===== src/rtl/ll_pkg.sv =====
package ll_pkg;

  typedef enum logic [1:0] {
    OP_LOAD = 2'd0,
    OP_WALK = 2'd1,
    OP_DEL  = 2'd2,
    OP_INS  = 2'd3
  } llOp_t;

  // memory address source
  typedef enum logic [2:0] {
    A_PRED, A_VIC, A_SCAN, A_FREE, A_WALK, A_LOAD
  } llAddrSel_t;

  // memory write word source
  typedef enum logic [2:0] {
    W_LOAD, W_KILL, W_NEW, W_UNLINK, W_LINK
  } llWrSel_t;

  typedef struct packed {
    logic       memRd;
    logic       memWr;
    llAddrSel_t addrSel;
    llWrSel_t   wrSel;
    logic       capCmd;
    logic       capPred;
    logic       capVic;
    logic       capFree;
    logic       scanClr;
    logic       scanInc;
    logic       walkStart;
    logic       walkStep;
    logic       emit;
    logic       loadStep;
    logic       headPop;
    logic       headPush;
  } llStrobe_t;

  typedef struct packed {
    logic listEmpty;
    logic rdValid;
    logic rdLast;
    logic scanLast;
  } llStat_t;

endpackage


===== src/rtl/ll_dpath.sv =====
module ll_dpath
  import ll_pkg::*;
#(
  parameter int DATA_W = 8,
  parameter int ADDR_W = 3
) (
  input  logic              clk,
  input  logic              rstN,
  input  llStrobe_t         st,
  input  logic              cmdHead,
  input  logic              cmdLast,
  input  logic [ADDR_W-1:0] cmdPtr,
  input  logic [DATA_W-1:0] cmdData,
  output llStat_t           stat,
  output logic              outValid,
  output logic              outLast,
  output logic [DATA_W-1:0] outData
);
  localparam int DEPTH  = 1 << ADDR_W;
  localparam int WORD_W = DATA_W + ADDR_W + 2;
  localparam int VB     = WORD_W - 1;   // used flag
  localparam int LB     = WORD_W - 2;   // tail flag
  localparam int DHI    = ADDR_W + DATA_W - 1;

  logic [WORD_W-1:0] mem [DEPTH];
  logic [WORD_W-1:0] rdWord, wdata;
  logic [WORD_W-2:0] predQ, vicQ;
  logic [ADDR_W-1:0] addr, headQ, cmdPtrQ, scanCnt, freeQ, walkQ, loadCnt;
  logic [ADDR_W-1:0] loadNext, newNext;
  logic [DATA_W-1:0] cmdDataQ;
  logic              emptyQ, atHeadQ, cmdLastQ, newLast;

  // address mux
  always_comb begin
    unique case (st.addrSel)
      A_PRED:  addr = cmdPtrQ;
      A_VIC:   addr = atHeadQ ? headQ : predQ[ADDR_W-1:0];
      A_SCAN:  addr = scanCnt;
      A_FREE:  addr = freeQ;
      A_WALK:  addr = walkQ;
      default: addr = loadCnt;
    endcase
  end

  // write word mux
  assign loadNext = cmdLastQ ? '0 : loadCnt + 1'b1;
  assign newLast  = atHeadQ ? emptyQ : predQ[LB];
  assign newNext  = atHeadQ ? (emptyQ ? '0 : headQ) : predQ[ADDR_W-1:0];

  always_comb begin
    unique case (st.wrSel)
      W_LOAD:   wdata = {1'b1, cmdLastQ, cmdDataQ, loadNext};
      W_KILL:   wdata = {1'b0, vicQ};
      W_NEW:    wdata = {1'b1, newLast, cmdDataQ, newNext};
      W_UNLINK: wdata = {1'b1, vicQ[LB], predQ[DHI:ADDR_W], vicQ[ADDR_W-1:0]};
      W_LINK:   wdata = {1'b1, 1'b0, predQ[DHI:ADDR_W], freeQ};
      default:  wdata = '0;
    endcase
  end

  // single-port memory, one cycle read latency
  always_ff @(posedge clk or negedge rstN) begin
    if (!rstN) begin
      for (int i = 0; i < DEPTH; i++) mem[i] <= '0;
      rdWord <= '0;
    end else begin
      if (st.memWr) mem[addr] <= wdata;
      if (st.memRd) rdWord <= mem[addr];
    end
  end

  always_ff @(posedge clk or negedge rstN) begin
    if (!rstN) begin
      headQ <= '0; emptyQ <= 1'b1; atHeadQ <= 1'b0; cmdLastQ <= 1'b0;
      cmdPtrQ <= '0; cmdDataQ <= '0; predQ <= '0; vicQ <= '0;
      scanCnt <= '0; freeQ <= '0; walkQ <= '0; loadCnt <= '0;
    end else begin
      if (st.capCmd) begin
        atHeadQ  <= cmdHead;
        cmdLastQ <= cmdLast;
        cmdPtrQ  <= cmdPtr;
        cmdDataQ <= cmdData;
      end
      if (st.capPred) predQ <= rdWord[WORD_W-2:0];
      if (st.capVic)  vicQ  <= rdWord[WORD_W-2:0];
      if (st.capFree) freeQ <= scanCnt;
      if (st.scanClr) scanCnt <= '0;
      else if (st.scanInc) scanCnt <= scanCnt + 1'b1;
      if (st.walkStart) walkQ <= headQ;
      else if (st.walkStep) walkQ <= rdWord[ADDR_W-1:0];
      if (st.loadStep) begin
        loadCnt <= loadNext;
        if (cmdLastQ) begin
          headQ  <= '0;
          emptyQ <= 1'b0;
        end
      end
      if (st.headPop) begin
        headQ <= vicQ[ADDR_W-1:0];
        if (vicQ[LB]) emptyQ <= 1'b1;
      end
      if (st.headPush) begin
        headQ  <= freeQ;
        emptyQ <= 1'b0;
      end
    end
  end

  assign stat.listEmpty = emptyQ;
  assign stat.rdValid   = rdWord[VB];
  assign stat.rdLast    = rdWord[LB];
  assign stat.scanLast  = (scanCnt == ADDR_W'(DEPTH - 1));

  assign outValid = st.emit;
  assign outLast  = st.emit & rdWord[LB];
  assign outData  = rdWord[DHI:ADDR_W];

endmodule


===== src/rtl/ll_ctrl.sv =====
module ll_ctrl
  import ll_pkg::*;
(
  input  logic      clk,
  input  logic      rstN,
  input  logic      cmdValid,
  input  logic [1:0] cmdOp,
  input  logic      cmdHead,
  input  llStat_t   stat,
  output llStrobe_t st,
  output logic      busy,
  output logic      done,
  output logic      err
);
  typedef enum logic [3:0] {
    S_IDLE, S_LOAD, S_PRD, S_PCHK, S_VRD, S_VCHK, S_KILL, S_LINK,
    S_SRD, S_SCHK, S_NEW, S_WRD, S_WEMIT, S_DONE
  } state_t;

  state_t state, nxt;
  llOp_t  opQ;
  logic   atHeadQ, errQ, errSet;

  always_comb begin
    st     = '0;
    nxt    = state;
    errSet = 1'b0;
    unique case (state)
      S_IDLE: if (cmdValid) begin
        st.capCmd = 1'b1;
        unique case (llOp_t'(cmdOp))
          OP_LOAD: nxt = S_LOAD;
          OP_WALK: if (stat.listEmpty) nxt = S_DONE;
                   else begin st.walkStart = 1'b1; nxt = S_WRD; end
          OP_DEL:  if (!cmdHead) nxt = S_PRD;
                   else if (stat.listEmpty) begin errSet = 1'b1; nxt = S_DONE; end
                   else nxt = S_VRD;
          default: if (cmdHead) begin st.scanClr = 1'b1; nxt = S_SRD; end
                   else nxt = S_PRD;
        endcase
      end
      S_LOAD: begin
        st.memWr = 1'b1; st.addrSel = A_LOAD; st.wrSel = W_LOAD;
        st.loadStep = 1'b1; nxt = S_DONE;
      end
      S_PRD: begin st.memRd = 1'b1; st.addrSel = A_PRED; nxt = S_PCHK; end
      S_PCHK: begin
        st.capPred = 1'b1;
        if (!stat.rdValid || (opQ == OP_DEL && stat.rdLast)) begin
          errSet = 1'b1; nxt = S_DONE;
        end else if (opQ == OP_DEL) nxt = S_VRD;
        else begin st.scanClr = 1'b1; nxt = S_SRD; end
      end
      S_VRD:  begin st.memRd = 1'b1; st.addrSel = A_VIC; nxt = S_VCHK; end
      S_VCHK: begin st.capVic = 1'b1; nxt = S_KILL; end
      S_KILL: begin
        st.memWr = 1'b1; st.addrSel = A_VIC; st.wrSel = W_KILL;
        st.headPop = atHeadQ;
        nxt = atHeadQ ? S_DONE : S_LINK;
      end
      S_LINK: begin
        st.memWr = 1'b1; st.addrSel = A_PRED;
        st.wrSel = (opQ == OP_DEL) ? W_UNLINK : W_LINK;
        nxt = S_DONE;
      end
      S_SRD:  begin st.memRd = 1'b1; st.addrSel = A_SCAN; nxt = S_SCHK; end
      S_SCHK: begin
        if (!stat.rdValid) begin st.capFree = 1'b1; nxt = S_NEW; end
        else if (stat.scanLast) begin errSet = 1'b1; nxt = S_DONE; end
        else begin st.scanInc = 1'b1; nxt = S_SRD; end
      end
      S_NEW: begin
        st.memWr = 1'b1; st.addrSel = A_FREE; st.wrSel = W_NEW;
        st.headPush = atHeadQ;
        nxt = atHeadQ ? S_DONE : S_LINK;
      end
      S_WRD:   begin st.memRd = 1'b1; st.addrSel = A_WALK; nxt = S_WEMIT; end
      S_WEMIT: begin
        st.emit = 1'b1; st.walkStep = 1'b1;
        nxt = stat.rdLast ? S_DONE : S_WRD;
      end
      default: nxt = S_IDLE;
    endcase
  end

  always_ff @(posedge clk or negedge rstN) begin
    if (!rstN) begin
      state <= S_IDLE; opQ <= OP_LOAD; atHeadQ <= 1'b0; errQ <= 1'b0;
    end else begin
      state <= nxt;
      if (st.capCmd) begin
        opQ     <= llOp_t'(cmdOp);
        atHeadQ <= cmdHead;
      end
      if (state == S_IDLE) errQ <= errSet;
      else if (errSet) errQ <= 1'b1;
    end
  end

  assign busy = (state != S_IDLE);
  assign done = (state == S_DONE);
  assign err  = (state == S_DONE) & errQ;

endmodule


===== src/rtl/ll_engine.sv =====
module ll_engine
  import ll_pkg::*;
#(
  parameter int DATA_W = 8,
  parameter int ADDR_W = 3
) (
  input  logic              clk,
  input  logic              rstN,
  input  logic              cmdValid,
  input  logic [1:0]        cmdOp,
  input  logic              cmdHead,
  input  logic              cmdLast,
  input  logic [ADDR_W-1:0] cmdPtr,
  input  logic [DATA_W-1:0] cmdData,
  output logic              busy,
  output logic              done,
  output logic              err,
  output logic              outValid,
  output logic              outLast,
  output logic [DATA_W-1:0] outData
);
  llStrobe_t strobe;
  llStat_t   stat;

  ll_ctrl uCtrl (
    .clk(clk), .rstN(rstN), .cmdValid(cmdValid), .cmdOp(cmdOp),
    .cmdHead(cmdHead), .stat(stat), .st(strobe),
    .busy(busy), .done(done), .err(err)
  );

  ll_dpath #(.DATA_W(DATA_W), .ADDR_W(ADDR_W)) uDpath (
    .clk(clk), .rstN(rstN), .st(strobe), .cmdHead(cmdHead),
    .cmdLast(cmdLast), .cmdPtr(cmdPtr), .cmdData(cmdData), .stat(stat),
    .outValid(outValid), .outLast(outLast), .outData(outData)
  );

endmodule


===== config.mk =====
export PLATFORM = sky130hd
export DESIGN_NAME = ll_engine
export DESIGN_NICKNAME = d
export VERILOG_FILES = /design/src/rtl/ll_pkg.sv /design/src/rtl/ll_dpath.sv /design/src/rtl/ll_ctrl.sv /design/src/rtl/ll_engine.sv
export SDC_FILE = /design/constraint.sdc
export NUM_CORES = 1
export LEC_CHECK = 0
export ABC_AREA = 1
export CELL_PAD_IN_SITES_DETAIL_PLACEMENT = 0
export CELL_PAD_IN_SITES_GLOBAL_PLACEMENT = 1
export CORE_AREA = 4 4 244 175
export DETAILED_ROUTE_END_ITERATION = 16
export DIE_AREA = 0 0 248 179
export PLACE_DENSITY = 0.59
export SYNTH_ARGS = -nofsm -noshare
export SYNTH_HDL_FRONTEND = slang
export SYNTH_HIERARCHICAL = 1
export SYNTH_SLANG_ARGS = --single-unit

===== constraint.sdc =====
create_clock -name clk -period 2.6 [get_ports clk]
set_input_delay 0.26 -clock clk [delete_from_list [all_inputs] [get_ports clk]]
set_output_delay 0.26 -clock clk [all_outputs]
set_load 0.005 [all_outputs]

==> results of run 1 <==
kinds of logic after synthesis:
group                    after synthesis  synth area share, %
adder cells (fa/ha/maj)                3                0.409
buffers and inverters                158                 7.50
flip-flops                           178                 48.5
XOR/XNOR                               1               0.0954
AND/OR/NAND/NOR                      671                 31.2
AO/OA/AOI/OAI                        170                 10.1
multiplexers                          17                 2.09
worst max-delay path, cell delays in order, from the launching register on:
cell     delay (ns)
dfrtp_2        0.47
inv_4          0.10
nand2_4        0.06
buf_4          0.16
nor2_4         0.10
buf_6          0.14
nor2_4         0.06
buf_4          0.13
nand3_1        0.09
nand3_1        0.11
o21ai_2        0.21
buf_4          0.15
nand2_2        0.11
nor2_4         0.20
buf_6          0.16
nor2_1         0.04
a31oi_1        0.14
final cells by class:
type                    instances  area [µm²]
flip-flops and latches        178        4460
clock inverters                13         163
repair buffers                134        1410
fillers                      4321       28600
inverters                      91         360
clock buffers                  19         453
repair inverters                1        7.51
multi-input cells             864        4290
well taps                     544         681
flip-flops by register name, summed over array words and instances (netlist names):
name / cells
uCtrl/errQ: 1
uDpath/mem: 104
uCtrl/state: 4
uDpath/emptyQ: 1
uDpath/scanCnt: 3
uDpath/loadCnt: 3
uDpath/freeQ: 3
uDpath/walkQ: 3
uDpath/cmdPtrQ: 3
uDpath/predQ: 12
uCtrl/opQ: 2
uDpath/vicQ: 12
uDpath/cmdLastQ: 1
uDpath/rdWord: 13
uDpath/cmdDataQ: 8
uDpath/atHeadQ: 1
uDpath/headQ: 3
uCtrl/atHeadQ: 1
synth_stat cells, types with 9 or more instances:
cell type  count
nor2_1        97
clkbuf_1      26
nor2_2         9
mux2_2        17
nand2_1      449
o21ai_0      113
buf_4         19
buf_2         19
a31oi_1       12
inv_2         13
nand3_1       45
nand4_1       46
dfrtp_1      177
inv_1         78
o21ai_1       16
worst paths after layout:
kind                                 endpoint           start  slack, ns  cells past startpoint
max                            uDpath/mem[80]  uCtrl/state[2]       0.09                     16
min                            uDpath/vicQ[9]            rstN       0.33                      2
max reg2reg                    uDpath/mem[80]  uCtrl/state[2]       0.09                     16
min reg2reg                    uDpath/mem[35]  uDpath/mem[35]       0.48                      2
max in group asynchronous      uDpath/mem[76]            rstN       1.50                      3
min in group clk           uDpath/cmdDataQ[1]      cmdData[1]       0.37                      3
per-stage QoR:
step	util, %	total power, µW	TNS (ns)
final	29.2	18800	0
after global routing	29.2	20200	-0.651
after CTS	27.8	17100	0
after detailed placement	26.1	14200	-0.0272
after global placement	26.1	14200	-0.203
after floorplan	-	10200	0
power breakdown:
group          leakage, µW  switching (µW)  internal [µW]  total (µW)
combinational      0.00311            6890           4360       11200
sequential         0.00226             827           3980        4810
clock             0.000306            1240           1510        2750
total              0.00568            8950           9850       18800
layer usage:
metal,part of all wire [%],GRT usage (%)
met1,52,21.4
met2,42,20.2
met3,4.8,2.69
met4,0.84,2.63
met5,0,0
timing repair:
| item | 4_1_cts | 5_1_grt |
|---|---|---|
| pin swaps | 1 | 27 |
| setup endpoints to repair | 16 | 117 |
| resized for setup | 11 | 83 |
| setup buffers | 0 | 19 |
| endpoints found under the hold margin | 50 | 0 |
| hold buffers | 1 | 0 |
| cloned | 0 | 8 |
==> summary.txt, run 1 <==
Yosys
  • Most used flip-flop cell after synthesis: dfrtp_1
  • Netlist Area Pre-Place: ~9200 µm²
  • Share of the synthesized area in the top cell type: ~48%
  • Synth area leader: dfrtp_1
  • Syn. warnings: 6
  • Async SR Flop Fraction: between 90% and 100%
  • Cell variety after synth: 35
  • Number of synthesized flops with an enable pin: 0
  • Avg Inst Size Synth: around 7.7 µm²
  • Sequential-to-total area share from yosys stat: approximately 49%
  • Yosys reg bits: 178
  • Synth Net Count: approximately 1,200
  • Synthesized instance count: ~1,200
  • Main area contributors after synthesis: dfrtp_1 48%, nand2_1 18%, o21ai_0 6.2%, nor2_1 4.0%, inv_1 3.2%

Route
  • Vias after detailed routing: about 8,300
  • WL/cell: 16.8 µm
  • Post-route DRC: 0
  • Post-DRT Antenna Nets: 0
  • First-pass detailed-route iteration total: 6
  • Vias per inst: between 4 and 5
  • DRT Wirelength: between 30,000 and 40,000 µm
  • DR iter-0 viols: roughly 640

Clock network
  • Root Buffer: clkbuf_16
  • Num Clock Sinks: around 180
  • H-tree lvl count: 4
  • CTS buffer count: 17
  • CTS tree: yes
  • Clock edge transition at the registers on the reported setup and hold paths: around 0.07 ns
  • Worst-Skew Late Latency: approximately 0.45 ns
  • CTS Buffer Depth: 2

Floorplanning
  • Rows: just over 60
  • Die height: 179 µm
  • CORE AREA: between 40,000 and 50,000 µm²
  • Initial Utilization: between 20% and 30%
  • Ports: 31
  • Die area: between 40,000 and 50,000 µm²
  • Die Span X: 248 µm

STA
  • Final worst path period share: 96.5%
  • Hold slack: between 0.3 and 0.4 ns
  • RSZ-0062 raised after global routing: true
  • Worst rel slew slack: 59.9%
  • Final Max Slew Viols: 0
  • Fin. Hold Viols: 0
  • Final worst slack: roughly 0.091 ns
  • Final setup violation count: 0
  • FMAX: between 300 and 400 MHz
  • Setup Skew: between 0.01 and 0.015 ns
  • Post-layout min period: around 2.5 ns
  • Worst slew pin tran: between 0.6 and 0.7 ns

Power
  • Cell Pwr Density: around 1600 nW/µm²
  • Leakage: about 0.0057 µW
  • Maximum vdd ir drop: 0.000874 V

Finish
  • Most common cell after layout, fill and taps aside: nand2_1
  • Post-Layout Cell Count: between 1,500 and 2,000
  • P&R area growth vs syn: 28.7%
  • Layout Nets: 1,308
  • Layout cells sized above 1: between 10% and 20%
  • Commonest cells after routing, fill and taps aside: 433 x nand2_1, 174 x dfrtp_1, 107 x o21ai_0
  • Antenna diode count: 0
  • Finished Cell Area: 11,800 µm²

Placement
  • Placed inst area: around 11,000 µm²
  • Dpl hpwl: 20,900 µm
  • Pre-CTS setup slack: -0.0189 ns
  • GP Congestion: between 0.8 and 0.9
  • Placed insts: approximately 1,800
  • Port buffer count: 30

GRT
  • GRT Resource Usage Total: between 10% and 20%
  • Number of antenna violations at the first check in global routing: 0
  • GRT Residual Overflow: 0
  • First-pass GRT wire length: about 48,000 µm
  • Number of global-route vias before repair: between 8,000 and 9,000
  • Largest net degree at the start of global routing: 72

Worst setup path
  • Worst Path Max Fanout: 6
  • CP Data Required Time: approximately 3 ns
  • Crit path capture type: flip-flop
  • Startpoint Class: flip-flop
  • WP data arrival: 2.88 ns
  • Crit Path Category: flip-flop to flip-flop

Min path
  • HP Class: input pin to asynchronous set/reset pin

Status
  • Status: complete, no violations

Run
  • Maxcap violations: 0
Note: power is estimated with default switching activity, not from simulation.
==> inputs of run 2 (changes only) <==
--- a/config.mk
+++ b/config.mk
@@ -8,9 +8,9 @@
 export ABC_AREA = 1
 export CELL_PAD_IN_SITES_DETAIL_PLACEMENT = 0
 export CELL_PAD_IN_SITES_GLOBAL_PLACEMENT = 1
-export CORE_AREA = 4 4 244 175
+export CORE_AREA = 2 2 242 173
 export DETAILED_ROUTE_END_ITERATION = 16
-export DIE_AREA = 0 0 248 179
+export DIE_AREA = 0 0 244 175
 export PLACE_DENSITY = 0.59
 export SYNTH_ARGS = -nofsm -noshare
 export SYNTH_HDL_FRONTEND = slang
==> run 2 against run 1 <==
Sequential share of layout area rose by 1.1 points. Design area down 2.9%. Critical endpoint is now uDpath/rdWord[8]. Cell count down 0.76%. Critical path depth increased by 2. Core utilization shrank 0.84 points. Die area fell by 3.8%. Maximum frequency fell by 0.94%. Via count decreased by 0.96%. Combinational power down 8%. Non-clock buffer count fell by 11. Wire length down 2.1%. Clock power is essentially flat.
==> summary.txt, run 2 (synthesized netlist as in run 1, its figures left out) <==
Status
  • Status: complete, no violations

Worst setup path
  • Worst setup path end: uDpath/rdWord[8]
  • End of the worst register-to-register path: uDpath/rdWord[8]
  • Crit path capture type: flip-flop
  • Crit Path Category: flip-flop to flip-flop
  • Startpoint Class: flip-flop
  • Origin of the worst setup path: uCtrl/state[2]
  • CP Data Required Time: between 2 and 3 ns
  • Worst Path Max Fanout: 8
  • WP data arrival: ~2.9 ns
  • CP peak stage delay: approximately 0.45 ns
  • Crit-path most repeated cell: nand2_1
  • RR Startpoint: uCtrl/state[2]
  • Slowest stage cell, crit path: dfrtp_2
  • R2r setup slk: a little under 0.07 ns
  • Critical path cell sequence: inv_2 > nand2_1 > buf_6 > nor2_4 > buf_6 > nor2_4 > buf_4 > nand3_1 > nand2_1 > nor2_2 > nand3_2 > nand2_4 > clkinvlp_4 > buf_12 > nand2_1 > nand3_1 > nor2_1 > nor2_1
  • R2R depth: 18

Floorplanning
  • Rows: 62
  • Die area: between 40,000 and 50,000 µm²
  • Initial Utilization: ~23%
  • CORE AREA: just over 40,000 µm²
  • Die Span X: about 240 µm
  • Die height: about 180 µm
  • Ports: 31

GRT
  • GRT Residual Overflow: 0
  • GRT Resource Usage Total: 14.6%
  • Number of antenna violations at the first check in global routing: 0
  • Number of global-route vias before repair: approximately 8,000
  • First-pass GRT wire length: roughly 48,000 µm
  • Largest net degree at the start of global routing: 68

Clock network
  • Clock edge transition at the registers on the reported setup and hold paths: ~0.07 ns
  • Num Clock Sinks: 178
  • Root Buffer: clkbuf_16
  • CTS tree: yes
  • CTS buffer count: 17
  • CTS Buffer Depth: 2
  • Worst-Skew Late Latency: approximately 0.45 ns
  • H-tree lvl count: 4

Finish
  • Commonest cells after routing, fill and taps aside: 443 x nand2_1, 174 x dfrtp_1, 110 x o21ai_0
  • Layout cells sized above 1: between 15 and 20%
  • Antenna diode count: 0
  • Layout Nets: 1,294
  • Top reg by flops: uDpath/mem
  • Most common cell after layout, fill and taps aside: nand2_1
  • Max reg flops: 104
  • P&R area growth vs syn: 25.1%
  • Fillers: between 4,000 and 5,000
  • Register area: 4460 µm²
  • Finished Cell Area: between 10,000 and 15,000 µm²
  • Multi-input logic area: about 4200 µm²
  • Biggest regs: uDpath/mem (104), uDpath/rdWord (13)
  • Finished Core Util: 28.4%

Placement
  • Dpl hpwl: ~21,000 µm
  • Pre-CTS setup slack: -0.115 ns
  • Port buffer count: 30
  • Placed inst area: between 10,000 and 15,000 µm²
  • GP Congestion: approximately 0.86

Power
  • Leakage: roughly 0.0055 µW
  • Maximum vdd ir drop: a little under 0.0008 V
  • Cell Pwr Density: between 1500 and 2000 nW/µm²

Route
  • DRT Wirelength: 30,300 µm
  • First-pass detailed-route iteration total: 5
  • Post-route DRC: 0
  • DR iter-0 viols: 550
  • Vias after detailed routing: roughly 8,000
  • Post-DRT Antenna Nets: 0
  • WL/cell: 16.6 µm
  • Vias per inst: roughly 4.5

STA
  • Final worst path period share: approximately 100%
  • Post-layout min period: 2.53 ns
  • Final worst slack: between 0.06 and 0.07 ns
  • Hold slack: around 0.37 ns
  • Final Max Slew Viols: 0
  • Setup Skew: approximately 0.011 ns
  • Final setup violation count: 0
  • Fin. Hold Viols: 0
  • Worst slew pin tran: 0.597 ns
  • FMAX: 395 MHz
  • RSZ-0062 raised after global routing: true
  • Worst rel slew slack: 60.2%
  • Setup TNS: 0 ns

Run
  • Maxcap violations: 0

Min path
  • HP Class: input pin to flip-flop
  • Worst hold stages: 3
[run 2: what timing repair did]
| action | 4_1_cts | 5_1_grt |
|---|---|---|
| endpoints found under the hold margin | 61 | 0 |
| hold buffers | 1 | 0 |
| cloned | 0 | 1 |
| endpoints found under the setup margin | 96 | 117 |
| buffers inserted | 7 | 5 |
| resized for setup | 8 | 50 |
| pin swaps | 3 | 12 |
[run 2: worst max-delay path, delay by kind of cell (launching register included)]
family	cells	cell delay, ns
buf+inv	6	0.91
flops	1	0.45
simple gates	12	1.05
[run 2: how the worst min path moves through the flow]
stage | from | end | slack, ns
finish | cmdData[1] | uDpath/cmdDataQ[1] | 0.37
global route | cmdData[6] | uDpath/cmdDataQ[6] | 0.38
CTS | cmdData[7] | uDpath/cmdDataQ[7] | 0.36
detailed placement | rstN | uDpath/cmdDataQ[4] | 0.32
global placement | rstN | uDpath/cmdDataQ[5] | 0.32
floorplan | rstN | uCtrl/atHeadQ | -0.04
[run 2: metrics by stage]
| stage | cells | power (µW) |
|---|---|---|
| finish | 1830 | 17800 |
| global route | 1830 | 19200 |
| CTS | 1824 | 17400 |
| detailed placement | 1784 | 14300 |
| global placement | 1784 | 14300 |
| floorplan | 1198 | 10200 |
[run 2: final cells by class]
cell class                 count  area share (%)
sequential                   178            38.8
clock inverter                 5           0.905
multi-input combinational    862            36.5
clock buffer                  27            4.38
tap                          544            5.93
inverter                      91            3.11
timing repair buffer         123            10.3
[run 2: report_power, final]
group | switching [µW] | internal, µW
sequential | 808 | 3990
combinational | 6480 | 3780
clock | 1120 | 1620
total | 8410 | 9380
[run 2: metal layers]
layer | share of wire (%) | up-vias | track usage [%]
met3 | 4.5 | 20 | 2.78
met2 | 41 | 162 | 20.3
met5 | 0 | - | 0
met1 | 53 | 4034 | 22.7
li1 | - | 4006 | -
met4 | 0.85 | 0 | 3.43
